`src/rtl/pwrpulse_pkg.sv`:
```
package pwrpulse_pkg;

  localparam int NUM_LINES = 3;
  localparam int LINE_ANA  = 0;
  localparam int LINE_DAC  = 1;
  localparam int LINE_DIG  = 2;

  typedef struct packed {
    logic winOn;     // inside the power-on window
    logic acqValid;  // window reached past the wake-up interval
    logic tsReset;   // first cycle of the window
  } pp_strobe_t;

endpackage

```
`src/rtl/pwrpulse_satcnt.sv`:
```
module pwrpulse_satcnt #(
  parameter int CNT_W = 16
) (
  input  logic             clk,
  input  logic             rstN,
  input  logic             inc,
  output logic [CNT_W-1:0] count
);

  localparam logic [CNT_W-1:0] MAX_VAL = {CNT_W{1'b1}};

  always_ff @(posedge clk) begin
    if (!rstN) begin
      count <= '0;
    end else if (inc && (count != MAX_VAL)) begin
      count <= count + 1'b1;
    end
  end

  // a full counter stays full
  a_r9_hold_full: assert property (@(posedge clk) disable iff (!rstN)
    (count == MAX_VAL) |=> (count == MAX_VAL));

  // a counted event moves the count by exactly one
  a_r8_step_one: assert property (@(posedge clk) disable iff (!rstN)
    (inc && (count != MAX_VAL)) |=> (count == $past(count) + 1'b1));

endmodule

```
`src/rtl/pwrpulse_timer.sv`:
```
module pwrpulse_timer
  import pwrpulse_pkg::*;
#(
  parameter int PERIOD_CYC   = 400000,
  parameter int ON_CYC       = 80000,
  parameter int WAKE_CYC     = 4000,
  parameter int ANA_WAKE_CYC = 320,
  parameter int DAC_WAKE_CYC = 1000
) (
  input  logic                 clk,
  input  logic                 rstN,
  input  logic [NUM_LINES-1:0] pulseMask,
  output logic [NUM_LINES-1:0] pwrLines,
  output pp_strobe_t           strobe
);

  localparam int PH_W = (PERIOD_CYC > 2) ? $clog2(PERIOD_CYC) : 1;
  localparam logic [PH_W-1:0] LAST_PH  = PH_W'(PERIOD_CYC - 1);
  localparam logic [PH_W-1:0] ON_LEN   = PH_W'(ON_CYC);
  localparam logic [PH_W-1:0] BASE_WK  = PH_W'(WAKE_CYC);
  localparam logic [PH_W-1:0] ANA_WK   = PH_W'(ANA_WAKE_CYC);
  localparam logic [PH_W-1:0] DAC_WK   = PH_W'(DAC_WAKE_CYC);

  logic [PH_W-1:0] phase;
  logic [PH_W-1:0] wakeLen;
  logic            inWin;

  always_ff @(posedge clk) begin
    if (!rstN) begin
      phase <= '0;
    end else if (phase == LAST_PH) begin
      phase <= '0;
    end else begin
      phase <= phase + 1'b1;
    end
  end

  // Only stages that are actually pulsed need time to settle.
  always_comb begin
    wakeLen = BASE_WK;
    if (pulseMask[LINE_ANA] && (ANA_WK > wakeLen)) wakeLen = ANA_WK;
    if (pulseMask[LINE_DAC] && (DAC_WK > wakeLen)) wakeLen = DAC_WK;
  end

  assign inWin = (phase < ON_LEN);

  always_comb begin
    strobe.winOn    = inWin;
    strobe.acqValid = inWin && (phase >= wakeLen);
    strobe.tsReset  = (phase == '0);
  end

  for (genvar g = 0; g < NUM_LINES; g++) begin : gLine
    assign pwrLines[g] = pulseMask[g] ? inWin : 1'b1;
  end

  // the phase wraps to the window start after the last period cycle
  a_r1_wrap: assert property (@(posedge clk) disable iff (!rstN)
    (phase == LAST_PH) |=> (phase == '0));

  // acquisition only while every line is powered
  a_r4_acq_powered: assert property (@(posedge clk) disable iff (!rstN)
    strobe.acqValid |-> (&pwrLines));

endmodule

```
`src/rtl/pwrpulse_trig.sv`:
```
module pwrpulse_trig
  import pwrpulse_pkg::*;
#(
  parameter int CNT_W = 16
) (
  input  logic             clk,
  input  logic             rstN,
  input  pp_strobe_t       strobe,
  input  logic             inSpill,
  input  logic             trigIn,
  input  logic             readoutDone,
  output logic             trigOut,
  output logic             busy,
  output logic [CNT_W-1:0] passCount,
  output logic [CNT_W-1:0] vetoCount
);

  logic pending;
  logic passHit;
  logic vetoHit;

  assign passHit = trigIn && inSpill && strobe.acqValid && !pending;
  assign vetoHit = trigIn && !passHit;
  assign trigOut = passHit;
  assign busy    = !strobe.acqValid || pending;

  always_ff @(posedge clk) begin
    if (!rstN) begin
      pending <= 1'b0;
    end else if (pending && readoutDone) begin
      pending <= 1'b0;
    end else if (passHit) begin
      pending <= 1'b1;
    end
  end

  pwrpulse_satcnt #(.CNT_W(CNT_W)) uPassCnt (
    .clk   (clk),
    .rstN  (rstN),
    .inc   (passHit),
    .count (passCount)
  );

  pwrpulse_satcnt #(.CNT_W(CNT_W)) uVetoCnt (
    .clk   (clk),
    .rstN  (rstN),
    .inc   (vetoHit),
    .count (vetoCount)
  );

  // a passed trigger leaves the block busy in the next cycle
  a_r6_pass_then_busy: assert property (@(posedge clk) disable iff (!rstN)
    trigOut |=> busy);

  // nothing passes while busy
  a_r6_no_pass_busy: assert property (@(posedge clk) disable iff (!rstN)
    busy |-> !trigOut);

  // outside valid acquisition the block reports busy
  a_r5_busy_idle: assert property (@(posedge clk) disable iff (!rstN)
    !strobe.acqValid |-> busy);

  // valid acquisition lies inside the window
  a_r4_in_window: assert property (@(posedge clk) disable iff (!rstN)
    strobe.acqValid |-> strobe.winOn);

  // the timestamp reset never overlaps valid acquisition
  a_r7_ts_first: assert property (@(posedge clk) disable iff (!rstN)
    strobe.tsReset |-> !strobe.acqValid);

endmodule

```
`src/rtl/pwrpulse_ctrl.sv`:
```
module pwrpulse_ctrl
  import pwrpulse_pkg::*;
#(
  parameter int PERIOD_CYC   = 400000,
  parameter int ON_CYC       = 80000,
  parameter int WAKE_CYC     = 4000,
  parameter int ANA_WAKE_CYC = 320,
  parameter int DAC_WAKE_CYC = 1000,
  parameter int CNT_W        = 16
) (
  input  logic             clk,
  input  logic             rstN,
  input  logic [2:0]       pulseMask,
  input  logic             inSpill,
  input  logic             trigIn,
  input  logic             readoutDone,
  output logic             pwrAnalog,
  output logic             pwrDac,
  output logic             pwrDigital,
  output logic             acqEnable,
  output logic             tsReset,
  output logic             trigOut,
  output logic             busy,
  output logic [CNT_W-1:0] passCount,
  output logic [CNT_W-1:0] vetoCount
);

  pp_strobe_t           strobe;
  logic [NUM_LINES-1:0] pwrLines;

  pwrpulse_timer #(
    .PERIOD_CYC   (PERIOD_CYC),
    .ON_CYC       (ON_CYC),
    .WAKE_CYC     (WAKE_CYC),
    .ANA_WAKE_CYC (ANA_WAKE_CYC),
    .DAC_WAKE_CYC (DAC_WAKE_CYC)
  ) uTimer (
    .clk       (clk),
    .rstN      (rstN),
    .pulseMask (pulseMask),
    .pwrLines  (pwrLines),
    .strobe    (strobe)
  );

  pwrpulse_trig #(.CNT_W(CNT_W)) uTrig (
    .clk         (clk),
    .rstN        (rstN),
    .strobe      (strobe),
    .inSpill     (inSpill),
    .trigIn      (trigIn),
    .readoutDone (readoutDone),
    .trigOut     (trigOut),
    .busy        (busy),
    .passCount   (passCount),
    .vetoCount   (vetoCount)
  );

  assign pwrAnalog  = pwrLines[LINE_ANA];
  assign pwrDac     = pwrLines[LINE_DAC];
  assign pwrDigital = pwrLines[LINE_DIG];
  assign acqEnable  = strobe.acqValid;
  assign tsReset    = strobe.tsReset;

endmodule

```
`config.mk`:
```
export PLATFORM = sky130hd
export DESIGN_NAME = pwrpulse_ctrl
export DESIGN_NICKNAME = d
export VERILOG_FILES = /design/src/rtl/pwrpulse_pkg.sv /design/src/rtl/pwrpulse_satcnt.sv /design/src/rtl/pwrpulse_timer.sv /design/src/rtl/pwrpulse_trig.sv /design/src/rtl/pwrpulse_ctrl.sv
export SDC_FILE = /design/constraint.sdc
export NUM_CORES = 1
export LEC_CHECK = 0
export BUFFER_PORTS_ARGS = -buffer_cell sky130_fd_sc_hd__buf_2
export CAP_MARGIN = 20
export CELL_PAD_IN_SITES_DETAIL_PLACEMENT = 1
export CELL_PAD_IN_SITES_GLOBAL_PLACEMENT = 1
export CORE_MARGIN = 4
export CORE_UTILIZATION = 37
export DETAILED_ROUTE_END_ITERATION = 10
export GPL_TIMING_DRIVEN = 0
export PLACE_DENSITY_LB_ADDON = 0.1
export SLEW_MARGIN = 20
export SYNTH_ARGS = -nofsm -noshare
export SYNTH_HDL_FRONTEND = slang
export SYNTH_SLANG_ARGS = --single-unit
```
`constraint.sdc`:
```
create_clock -name clk -period 2.15 [get_ports clk]
set_input_delay 0.3225 -clock clk [delete_from_list [all_inputs] [get_ports clk]]
set_output_delay 0.3225 -clock clk [all_outputs]
set_load 0.005 [all_outputs]
```
==> metrics.md <==
| Metric | Value |
|---|---|
| Status | `finished with violations` |
| Failing checks | `negative setup slack` |
| Layout Nets | `409` |
| Pins Over Slew Limit | `0` |
| Met2 usage | `34.6%` |
| Global routing met3 resource utilization | `between 4 and 5%` |
| CP arrival | `2.12 ns` |
| Peak supply drop | `between 0.0003 and 0.0004 V` |
| RSZ-0062 raised after global routing | `true` |
| Fraction of the mapped netlist area in adder cells | `1.88%` |
| Clock sink count | `52` |
| Total Routing Usage GR | `a little under 20%` |
| Crit end category | `output port` |
| Final HPWL from detailed placement | `5490 µm` |
| First-pass GRT wire length | `13500 µm` |
| Pwr dens | `just over 500 nW/µm²` |
| Cells after Synth | `320` |
| Yosys warning total | `0` |
| Synth Area per Inst | `a little over 8 µm²` |
| Synth Area in Simple Gates | `34.6%` |
| Clk_skew | `0.00616 ns` |
| Worst-path clk slew | `0.10 ns` |
| XOR/XNOR Fraction of Synth Area | `5.27%` |
| Largest family of logic cells by synthesized area | `simple AND/OR/NAND/NOR gates` |
| HP Class | `in2reg` |
| CP required | `1.83 ns` |
| Pint | `1.45 mW` |
| Met1 Use GR | `23.2%` |
| Util after Layout | `52.8%` |
| Routed Antenna Nets | `0` |
| Vias | `2766` |
| Final min period | `2.45 ns` |
| Fin crit share | `114%` |
| Sequential share of the synthesized area | `between 30% and 40%` |
| Worst slew margin | `35.9%` |
| Via count of the first global-routing pass | `2773` |
| Clk Latency, worst-skew pair | `0.31 ns` |
| EDFF count, synth | `0` |
| Startpoint types | `flip-flop` |
| Die ar. | `around 8600 µm²` |
| Pin count of the biggest net entering global routing | `17` |
| Top FF cell, synth | `dfxtp_1` |
| Maximum clock frequency | `roughly 410 MHz` |
| Sw Ratio | `21.9%` |
| Pleak | `1.36 nW` |
| Core ar. | `slightly below 7000 µm²` |
| # DRC | `0` |
| Endpoints failing setup | `22` |
| Proportion of synthesized area in mux cells | `1.88%` |
| CTS tree | `done` |
| Gpl congestion | `0.812` |
| Fin. Hold Viols | `0` |
| Post-route cell area | `3640 µm²` |
| #FFs+latches synth | `52` |
| Antenna cell count | `0` |
| Busiest grt layer | `met2` |
| Setup WS post-layout | `-0.296 ns` |
| Area grow syn2layout | `37.0%` |
| Clk root buf | `clkbuf_8` |
| Grt ovf | `0` |
| H-tree levels | `2` |
| WS Path Type | `reg2out` |
| Vias per cell | `5.61` |
| Die Ht | `between 90 and 100 µm` |
| Max Cap Violations | `0` |
| Worst hold margin | `0.312 ns` |
| Post-Syn Area | `2660 µm²` |
| Worst slew pin tran | `0.953 ns` |
| WL per Instance | `17.4 µm` |
| Switching power | `0.407 mW` |
| Ys async rst share | `0%` |
| Num CTS Buffers | `5` |
| Cell variety after synth | `41` |
| Layout cells sized above 1 | `35.8%` |
| Reg power frac | `roughly 53%` |
| I/O pin total | `47` |
| Rows | `30` |
| Post-synthesis compound-gate area fraction | `between 10% and 20%` |
| Iteration-0 DRC count of the detailed router | `62` |
| TritonRoute pass-1 iters | `4` |
| Clock network power share | `a little over two fifths` |
| Max FO, Critical Path | `3` |
| Initial antenna violation count | `0` |
| Post-Route WL | `8590 µm` |
| PortBufs | `46` |
| Max clock buf depth | `2` |
| Mapped Nets | `332` |
| Die W | `92.8 µm` |
| Cell Area, Placed | `about 3000 µm²` |
| Comb pwr share | `4.4%` |
| Hold buffers post-CTS | `0` |
| Starting Density | `38.5%` |
==> cells in the final DEF, fill, tap and decap left out, drive strengths merged, types with 2 or more instances in the layout <==
cell type and instances:
clkbuf 10, ha 4, nor2 32, a21oi 28, dfxtp 52, nor4 3, nand4 17, mux2i 5
xor2 10, nand3 21, nand2 31, and4 5, buf 76, or4 18, nand2b 3, xnor2 6
o31ai 12, inv 6, nor3 4, or3 18, and3 6, bufinv 2, o21ai 16
==> worst max-delay path, cell delays in order (launching register included) <==
cell and delay, ns:
dfxtp_4 0.36, or4_4 0.57, a311oi_4 0.25, buf_4 0.18, nor4b_4 0.05, buf_6 0.15
and2_4 0.15, buf_6 0.11
==> power groups by stage <==
stage	Sequential (mW)	Clock [mW]	Combinational [mW]
finish	0.977	0.800	0.0816
global route	0.981	0.860	0.0909
CTS	0.978	0.817	0.0752
detailed placement	1.01	0	0.0737
global placement	1.01	0	0.0720
floorplan	1.00	0	0.0417
==> synthesized netlist by cell type, drive strengths merged (6+ instances only) <==
library cell	n	area, µm²
a21oi	28	140
xor2	10	87.6
nand3	21	105
buf	7	47.5
o21ai	16	80.1
dfxtp	52	1040
xnor2	6	52.6
or4	18	139
nand2	30	113
nor2	32	120
inv	6	22.5
or3	18	115
nand4	17	106
o31ai	12	90.1
and3	6	38.8
==> per-stage QoR <==
step | total power [mW] | std cells | setup WS, ns | setup TNS (ns)
finish | 1.86 | 493 | -0.296 | -3.04
CTS | 1.87 | 485 | -0.264 | -2.43
floorplan | 1.04 | 320 | 0.0501 | 0
global placement | 1.08 | 462 | -0.447 | -9.05
global route | 1.93 | 493 | -0.357 | -5.15
detailed placement | 1.08 | 462 | -0.428 | -9.68
==> final timing paths <==
check	startpoint	end	slack [ns]	cells after the start
worst max-delay path	uTimer.phase[14]	trigOut	-0.30	7
worst min-delay path	readoutDone	uTrig.pending	0.31	3
worst max register to register	uTimer.phase[14]	uTrig.uVetoCnt.count[7]	-0.24	8
worst min register to register	uTrig.uVetoCnt.count[14]	uTrig.uVetoCnt.count[14]	0.50	2
==> metal layers <==
metal	wire [µm]	up-vias	part of all wire (%)
li1	-	1342	-
met1	3830	1367	45
met2	4330	43	50
met3	259	14	3.0
met4	172	0	2.0
met5	0	-	0
==> registers in the layout, indices dropped and copies added, names as in the netlist <==
| signal | cells |
|---|---|
| uTimer.phase | 19 |
| uTrig.uPassCnt.count | 16 |
| uTrig.uVetoCnt.count | 16 |
| uTrig.pending | 1 |
==> repair_timing <==
action	4_1_cts	5_1_grt
resized for setup	55	38
buffers inserted	16	8
cloned	1	2
pin swaps	20	22
setup endpoints to repair	46	53
==> cells by family after synthesis <==
| kind of cell | after synthesis |
|---|---|
| fa+ha+maj | 4 |
| xor+xnor | 16 |
| buf+inv | 19 |
| mux | 5 |
| flops | 52 |
| compound gates | 59 |
| simple gates | 165 |
==> cell type report <==
class	count	area, µm²
flip-flops and latches	52	1070
well taps	96	120
inverters	6	22.5
fillers	861	3260
multi-input cells	250	1760
plain buffers	12	103
clock inverters	2	60.1
repair buffers	70	440
clock buffers	5	68.8
Note: power is estimated with default switching activity, not from simulation.
